<file path="src/rtl/tf_shadow_pkg.sv">
package tf_shadow_pkg;

    localparam int BYTE_W    = 8;
    localparam int NUM_HOB   = 5;
    localparam int FIS_BYTES = 20;
    localparam int FIS_W     = FIS_BYTES * BYTE_W;

    localparam logic [BYTE_W-1:0] FIS_TYPE_H2D = 8'h27;
    localparam logic [BYTE_W-1:0] FIS_CMD_FLAG = 8'h80;

    // FIS byte slots consumed by the link layer
    localparam int FB_TYPE     = 0;
    localparam int FB_FLAGS    = 1;
    localparam int FB_CMD      = 2;
    localparam int FB_FEAT     = 3;
    localparam int FB_LBA_LO   = 4;
    localparam int FB_LBA_MID  = 5;
    localparam int FB_LBA_HI   = 6;
    localparam int FB_DEV      = 7;
    localparam int FB_LBA_LO_X = 8;
    localparam int FB_LBA_MID_X= 9;
    localparam int FB_LBA_HI_X = 10;
    localparam int FB_FEAT_X   = 11;
    localparam int FB_CNT      = 12;
    localparam int FB_CNT_X    = 13;
    localparam int FB_CTRL     = 15;

    // history slot indices
    localparam int SLOT_FEAT = 0;
    localparam int SLOT_CNT  = 1;
    localparam int SLOT_LO   = 2;
    localparam int SLOT_MID  = 3;
    localparam int SLOT_HI   = 4;

    typedef enum logic [3:0] {
        REG_NONE,
        REG_FEAT,
        REG_COUNT,
        REG_LBA_LO,
        REG_LBA_MID,
        REG_LBA_HI,
        REG_DEV,
        REG_CMD,
        REG_CTRL
    } tf_reg_e;

    typedef struct packed {
        logic [BYTE_W-1:0] older;
        logic [BYTE_W-1:0] newest;
    } hob_pair_t;

    function automatic tf_reg_e offset_to_reg(input logic [2:0] off);
        case (off)
            3'd1:    return REG_FEAT;
            3'd2:    return REG_COUNT;
            3'd3:    return REG_LBA_LO;
            3'd4:    return REG_LBA_MID;
            3'd5:    return REG_LBA_HI;
            3'd6:    return REG_DEV;
            3'd7:    return REG_CMD;
            default: return REG_NONE;
        endcase
    endfunction

    function automatic tf_reg_e slot_reg(input int slot);
        case (slot)
            SLOT_FEAT: return REG_FEAT;
            SLOT_CNT:  return REG_COUNT;
            SLOT_LO:   return REG_LBA_LO;
            SLOT_MID:  return REG_LBA_MID;
            SLOT_HI:   return REG_LBA_HI;
            default:   return REG_NONE;
        endcase
    endfunction

    function automatic logic [FIS_W-1:0] build_h2d(
        input hob_pair_t [NUM_HOB-1:0] pairs,
        input logic [BYTE_W-1:0]       dev,
        input logic [BYTE_W-1:0]       cmd,
        input logic [BYTE_W-1:0]       ctrl
    );
        logic [FIS_W-1:0] f;
        f = '0;
        f[FB_TYPE*BYTE_W      +: BYTE_W] = FIS_TYPE_H2D;
        f[FB_FLAGS*BYTE_W     +: BYTE_W] = FIS_CMD_FLAG;
        f[FB_CMD*BYTE_W       +: BYTE_W] = cmd;
        f[FB_FEAT*BYTE_W      +: BYTE_W] = pairs[SLOT_FEAT].newest;
        f[FB_LBA_LO*BYTE_W    +: BYTE_W] = pairs[SLOT_LO].newest;
        f[FB_LBA_MID*BYTE_W   +: BYTE_W] = pairs[SLOT_MID].newest;
        f[FB_LBA_HI*BYTE_W    +: BYTE_W] = pairs[SLOT_HI].newest;
        f[FB_DEV*BYTE_W       +: BYTE_W] = dev;
        f[FB_LBA_LO_X*BYTE_W  +: BYTE_W] = pairs[SLOT_LO].older;
        f[FB_LBA_MID_X*BYTE_W +: BYTE_W] = pairs[SLOT_MID].older;
        f[FB_LBA_HI_X*BYTE_W  +: BYTE_W] = pairs[SLOT_HI].older;
        f[FB_FEAT_X*BYTE_W    +: BYTE_W] = pairs[SLOT_FEAT].older;
        f[FB_CNT*BYTE_W       +: BYTE_W] = pairs[SLOT_CNT].newest;
        f[FB_CNT_X*BYTE_W     +: BYTE_W] = pairs[SLOT_CNT].older;
        f[FB_CTRL*BYTE_W      +: BYTE_W] = ctrl;
        return f;
    endfunction

endpackage

</file>
<file path="src/rtl/tf_addr_decode.sv">
module tf_addr_decode
    import tf_shadow_pkg::*;
#(
    parameter int              ADDR_W   = 16,
    parameter logic [ADDR_W-1:0] CMD_BASE = 16'h01F0,
    parameter logic [ADDR_W-1:0] CTL_ADDR = 16'h03F6
) (
    input  logic [ADDR_W-1:0] addr_i,
    output tf_reg_e           sel_o
);

    localparam int OFF_W = 3;

    logic in_cmd_block;

    assign in_cmd_block = (addr_i[ADDR_W-1:OFF_W] == CMD_BASE[ADDR_W-1:OFF_W]);

    always_comb begin
        if (in_cmd_block)
            sel_o = offset_to_reg(addr_i[OFF_W-1:0]);
        else if (addr_i == CTL_ADDR)
            sel_o = REG_CTRL;
        else
            sel_o = REG_NONE;
    end

endmodule

</file>
<file path="src/rtl/tf_hob_fifo.sv">
module tf_hob_fifo
    import tf_shadow_pkg::*;
(
    input  logic              clk,
    input  logic              rst,
    input  logic              wr_en,
    input  logic [BYTE_W-1:0] wdata,
    input  logic              hob_sel,
    output hob_pair_t         pair_o,
    output logic [BYTE_W-1:0] rdata_o
);

    hob_pair_t pair_q;

    always_ff @(posedge clk) begin
        if (rst) begin
            pair_q <= '0;
        end else if (wr_en) begin
            pair_q.older  <= pair_q.newest;
            pair_q.newest <= wdata;
        end
    end

    assign pair_o  = pair_q;
    assign rdata_o = hob_sel ? pair_q.older : pair_q.newest;

    // a write ages the newest byte and lands the new one
    p_shift_r2: assert property (@(posedge clk) disable iff (rst)
        wr_en |=> (pair_q.older == $past(pair_q.newest)) && (pair_q.newest == $past(wdata)));

    // no write, no movement
    p_hold_r2: assert property (@(posedge clk) disable iff (rst)
        !wr_en |=> $stable(pair_q));

endmodule

</file>
<file path="src/rtl/tf_fis_builder.sv">
module tf_fis_builder
    import tf_shadow_pkg::*;
(
    input  logic                      clk,
    input  logic                      rst,
    input  logic                      cmd_wr,
    input  logic [BYTE_W-1:0]         cmd_byte,
    input  hob_pair_t [NUM_HOB-1:0]   pairs,
    input  logic [BYTE_W-1:0]         dev,
    input  logic [BYTE_W-1:0]         ctrl,
    output logic [FIS_W-1:0]          fis_o,
    output logic                      send_o
);

    logic [FIS_W-1:0] fis_q;
    logic             send_q;

    always_ff @(posedge clk) begin
        if (rst) begin
            fis_q  <= '0;
            send_q <= 1'b0;
        end else begin
            send_q <= cmd_wr;
            if (cmd_wr)
                fis_q <= build_h2d(pairs, dev, cmd_byte, ctrl);
        end
    end

    assign fis_o  = fis_q;
    assign send_o = send_q;

    // every strobe carries the register FIS type and command flag
    p_fis_type_r8: assert property (@(posedge clk) disable iff (rst)
        send_q |-> (fis_q[FB_TYPE*BYTE_W +: BYTE_W] == FIS_TYPE_H2D)
                && (fis_q[FB_FLAGS*BYTE_W +: BYTE_W] == FIS_CMD_FLAG));

    // FIS stays put between command writes
    p_fis_stable_r8: assert property (@(posedge clk) disable iff (rst)
        !cmd_wr |=> $stable(fis_q));

endmodule

</file>
<file path="src/rtl/tf_shadow_bank.sv">
module tf_shadow_bank
    import tf_shadow_pkg::*;
#(
    parameter int ADDR_W    = 16,
    parameter bit SECONDARY = 1'b0
) (
    input  logic              clk,
    input  logic              rst,
    input  logic              io_wr_i,
    input  logic [ADDR_W-1:0] io_addr_i,
    input  logic [7:0]        io_wdata_i,
    output logic [7:0]        io_rdata_o,
    output logic              fis_send_o,
    output logic [159:0]      fis_o
);

    localparam logic [ADDR_W-1:0] CMD_BASE = SECONDARY ? ADDR_W'(16'h0170) : ADDR_W'(16'h01F0);
    localparam logic [ADDR_W-1:0] CTL_ADDR = SECONDARY ? ADDR_W'(16'h0376) : ADDR_W'(16'h03F6);
    localparam int                HOB_BIT  = 7;

    tf_reg_e                  sel;
    hob_pair_t [NUM_HOB-1:0]  pairs;
    logic [BYTE_W-1:0]        hob_rd [NUM_HOB];
    logic [BYTE_W-1:0]        dev_q, cmd_q, ctrl_q;
    logic                     hob_sel;
    logic                     cmd_wr, ctrl_wr, dev_wr;

    tf_addr_decode #(
        .ADDR_W   (ADDR_W),
        .CMD_BASE (CMD_BASE),
        .CTL_ADDR (CTL_ADDR)
    ) u_decode (
        .addr_i (io_addr_i),
        .sel_o  (sel)
    );

    assign cmd_wr  = io_wr_i && (sel == REG_CMD);
    assign ctrl_wr = io_wr_i && (sel == REG_CTRL);
    assign dev_wr  = io_wr_i && (sel == REG_DEV);
    assign hob_sel = ctrl_q[HOB_BIT];

    for (genvar i = 0; i < NUM_HOB; i++) begin : g_hob
        tf_hob_fifo u_fifo (
            .clk     (clk),
            .rst     (rst),
            .wr_en   (io_wr_i && (sel == slot_reg(i))),
            .wdata   (io_wdata_i),
            .hob_sel (hob_sel),
            .pair_o  (pairs[i]),
            .rdata_o (hob_rd[i])
        );
    end

    always_ff @(posedge clk) begin
        if (rst) begin
            dev_q  <= '0;
            cmd_q  <= '0;
            ctrl_q <= '0;
        end else begin
            if (dev_wr)  dev_q  <= io_wdata_i;
            if (cmd_wr)  cmd_q  <= io_wdata_i;
            if (ctrl_wr) ctrl_q <= io_wdata_i;
        end
    end

    always_comb begin
        case (sel)
            REG_FEAT:    io_rdata_o = hob_rd[SLOT_FEAT];
            REG_COUNT:   io_rdata_o = hob_rd[SLOT_CNT];
            REG_LBA_LO:  io_rdata_o = hob_rd[SLOT_LO];
            REG_LBA_MID: io_rdata_o = hob_rd[SLOT_MID];
            REG_LBA_HI:  io_rdata_o = hob_rd[SLOT_HI];
            REG_DEV:     io_rdata_o = dev_q;
            REG_CMD:     io_rdata_o = cmd_q;
            REG_CTRL:    io_rdata_o = ctrl_q;
            default:     io_rdata_o = '0;
        endcase
    end

    tf_fis_builder u_fis (
        .clk      (clk),
        .rst      (rst),
        .cmd_wr   (cmd_wr),
        .cmd_byte (io_wdata_i),
        .pairs    (pairs),
        .dev      (dev_q),
        .ctrl     (ctrl_q),
        .fis_o    (fis_o),
        .send_o   (fis_send_o)
    );

    // select bit tracks bit 7 of each control write
    p_hob_follow_r5: assert property (@(posedge clk) disable iff (rst)
        ctrl_wr |=> (hob_sel == $past(io_wdata_i[HOB_BIT])));

    // a strobe only follows a command write
    p_send_cause_r7: assert property (@(posedge clk) disable iff (rst)
        fis_send_o |-> $past(cmd_wr));

    // the command byte in the FIS is the one the register now holds
    p_fis_cmd_r8: assert property (@(posedge clk) disable iff (rst)
        fis_send_o |-> (fis_o[FB_CMD*BYTE_W +: BYTE_W] == cmd_q)
                    && (fis_o[FB_CTRL*BYTE_W +: BYTE_W] == ctrl_q));

endmodule

</file>
<file path="config.mk">
export PLATFORM = sky130hd
export DESIGN_NAME = tf_shadow_bank
export DESIGN_NICKNAME = d
export VERILOG_FILES = /design/src/rtl/tf_shadow_pkg.sv /design/src/rtl/tf_addr_decode.sv /design/src/rtl/tf_hob_fifo.sv /design/src/rtl/tf_fis_builder.sv /design/src/rtl/tf_shadow_bank.sv
export SDC_FILE = /design/constraint.sdc
export NUM_CORES = 1
export LEC_CHECK = 0
export ABC_CLOCK_PERIOD_IN_PS = 5000
export BUFFER_PORTS_ARGS = -buffer_cell sky130_fd_sc_hd__buf_2
export CORE_ASPECT_RATIO = 1.75
export CORE_MARGIN = 1.5
export CORE_UTILIZATION = 29
export DETAILED_ROUTE_END_ITERATION = 7
export SYNTH_ARGS = -nofsm -noshare
export SYNTH_HDL_FRONTEND = slang
export SYNTH_SLANG_ARGS = --single-unit
</file>
<file path="constraint.sdc">
create_clock -name clk -period 5 [get_ports clk]
set_input_delay 0 -clock clk [delete_from_list [all_inputs] [get_ports clk]]
set_output_delay 0 -clock clk [all_outputs]
set_load 0.005 [all_outputs]
</file>
==> flow_metrics.env <==
export IMPL_outcome="complete, but fails checks"
export IMPL_failed_checks="DRC"
export IMPL_min_period_ns=3.04
export IMPL_antenna_left=0
export IMPL_end_kind="output pin"
export IMPL_core_area_um2=32100
export IMPL_antenna_found_initial=0
export IMPL_holdWs_ns=0.0761
export IMPL_reg2reg_slack_ns=3.63
export IMPL_h_tree_depth=1
export IMPL_p_per_area_nw_per_um2=306
export IMPL_grt_usage_pct=18.7
export IMPL_path_clk_slew_ns=0.07
export IMPL_dp_cells=1489
export IMPL_clock_root_buffer="clkbuf_16"
export IMPL_rr_worst_depth=2
export IMPL_irDropWorstVdd_mv=0.185
export IMPL_initial_utilization_pct=29.3
export IMPL_vias=8274
export IMPL_cpMaxStageDelayCell="dfxtp_2"
export IMPL_synth_top_area_share_pct=43.0
export IMPL_worstPathArrival_ns=3.04
export IMPL_post_route_util_pct=33.5
export IMPL_max_slew_margin_pct=18.8
export IMPL_grt_pass1_vias=7920
export IMPL_syn_inst=1050
export IMPL_r2r_end="u_fis.fis_o[127]"
export IMPL_power_w=0.00330
export IMPL_worstSetupPathType="flip-flop to output pin"
export IMPL_num_rows=87
export IMPL_ys_seq_area_share_pct=43.0
export IMPL_synth_top_area_cell="dfxtp_1"
export IMPL_vias_per_cell=5.41
export IMPL_setup_violations=0
export IMPL_first_pass_iters=8
export IMPL_cts_buffer_depth=3
export IMPL_synth_edf_count=0
export IMPL_dpl_hpwl_mm=23.0
export IMPL_post_cts_setup_buffers=0
export IMPL_syn_area_um2=9410
export IMPL_async_flop_share_pct=0
export IMPL_drive_gt1_share_pct=19.6
export IMPL_timing_rr_start="ctrl_q[7]"
export IMPL_ys_top_cells_by_count="202 x dfxtp_1, 136 x a21oi_1, 134 x o21ai_0"
export IMPL_n_antenna_cell=0
export IMPL_hold_path_class="input pin to flip-flop"
export IMPL_cts_sinks=202
export IMPL_worstPathMaxFanout=26
export IMPL_min_to="cmd_q[6]"
export IMPL_numPortBuffers=144
export IMPL_fmax_mhz=329
export IMPL_worst_ep_required_time_ns=5.00
export IMPL_finClkSkew_ns=0.0130
export IMPL_postSynthAreaPerCell_um2=8.96
export IMPL_rsz0062_at_grt="false"
export IMPL_grt_ovfl_total=0
export IMPL_grt_max_degree=130
export IMPL_yosysMostFrequentCell="dfxtp_1"
export IMPL_nets=1145
export IMPL_cts_resized=0
export IMPL_synthFlopType="dfxtp_1"
export IMPL_holdPathStages=2
export IMPL_ios=196
export IMPL_ys_warn_count=0
export IMPL_synth_area_top_cells="dfxtp_1 43%, mux2i_1 9.3%, nand4_1 8.2%"
export IMPL_insertion_delay_ns=0.50
export IMPL_numCtsBuffers=19
export IMPL_dieHeight_um=241
export IMPL_startpoint_type="flip-flop"
export IMPL_path_cells="buf_4 -> mux4_2 -> and3_1 -> a2111o_1 -> buf_2"
export IMPL_synth_cell_types=51
export IMPL_final_cells=1530
export IMPL_wl_per_cell_um=21.1
export IMPL_maxCapViolCount=0
export IMPL_drc=20
export IMPL_final_hold_viol_count=0
export IMPL_hold_start="rst"
export IMPL_slowest_delay_ns=0.86
export IMPL_gp_congestion=0.942
export IMPL_syn2layout_area_growth_pct=14.5
export IMPL_cts_tree="yes"
export IMPL_synth_seq_cells=202
export IMPL_grt_pass1_wl_mm=48.4
export IMPL_die_area_um2=33600
export IMPL_fill_cells=3333
export IMPL_power_leakage_nw=4.18
export IMPL_fin_crit_sh_pct=60.7
export IMPL_wl_mm=32.3
export IMPL_first_iter_violations=815
export IMPL_tns_ns=0
export IMPL_worstMarginPinSlew_ns=1.22
export IMPL_drv_slew=0
export IMPL_die_w_um=139
-- placed cells by master (no fill, tap or decap), types with 10 or more instances in the layout --
| master | count |
|---|---|
| mux2i_1 | 87 |
| clkbuf_16 | 19 |
| nand2b_1 | 74 |
| nand3_1 | 27 |
| o21ai_0 | 134 |
| conb_1 | 51 |
| buf_2 | 143 |
| a21oi_1 | 136 |
| mux2_2 | 10 |
| nand4_1 | 123 |
| buf_4 | 10 |
| dfxtp_1 | 201 |
-- power breakdown --
part | switching (W) | internal (W) | leakage, nW
clock | 0.000649 | 0.000901 | 0.309
sequential | 0.00000000596 | 0.00161 | 1.63
combinational | 0.000109 | 0.0000319 | 2.24
-- worst max-delay path: cells and delay by family (launching register included) --
family	cells	cell delay, ns
compound gates	1	0.43
buf+inv	2	0.50
flops	1	0.86
mux	1	0.50
simple gates	1	0.23
-- cells by family (layout without fill, tap and decap cells) --
group	after synthesis	after routing	share of synthesized area, %
AO/OA/AOI/OAI	298	298	16.6
AND/OR/NAND/NOR	278	278	18.5
flip-flops	202	202	43.0
buffers and inverters	166	196	9.47
multiplexers	105	105	12.4
other	1	51	0.0399
-- state kept, by name, summed over array words and instances, names as in the netlist --
register,flops
u_fis.fis_o,98
g_hob.u_fifo.pair_o,80
ctrl_q,8
dev_q,8
cmd_q,7
u_fis.send_o,1
-- repair_timing --
item / in CTS / in global routing
endpoints found under the setup margin: 0 / 0
hold buffers: 8 / 0
endpoints found under the hold margin: 24 / 0
-- metrics by stage --
step | worst slack (ns) | area (um^2)
2_1_floorplan | 3.13 | 9590
3_3_place_gp | 2.47 | 10000
3_5_place_dp | 2.43 | 10000
4_1_cts | 1.96 | 10800
5_1_grt | 1.90 | 10800
6_report | 1.96 | 10800
-- metal layers --
metal	vias up	track usage, %	share of wire [%]
li1	3885	-	-
met1	4004	21.3	39
met2	313	32.2	49
met3	72	2.67	5.2
met4	0	13.2	7.0
met5	-	0	0
-- worst max-delay path by stage --
stage / cells after the start / endpoint / from / slack [ns]
after floorplan: 8 / cmd_q[1] / io_addr_i[9] / 3.13
after global placement: 7 / io_rdata_o[3] / io_addr_i[9] / 2.47
after detailed placement: 5 / u_fis.fis_o[89] / io_addr_i[1] / 2.43
after CTS: 5 / io_rdata_o[5] / ctrl_q[7] / 1.96
after global routing: 5 / io_rdata_o[5] / ctrl_q[7] / 1.90
final: 5 / io_rdata_o[5] / ctrl_q[7] / 1.96
-- final cells by class --
class                           instances  area [um^2]  share of cell area, %
Tap cell                              400          500                   4.65
Clock buffer                           24          524                   4.87
Sequential cell                       202         4050                   37.6
Clock inverter                          9          130                   1.21
Inverter                                1         3.75                 0.0349
Timing Repair Buffer                  162          891                   8.27
Multi-Input combinational cell        732         4680                   43.4
(Power assumes the default switching activity.)
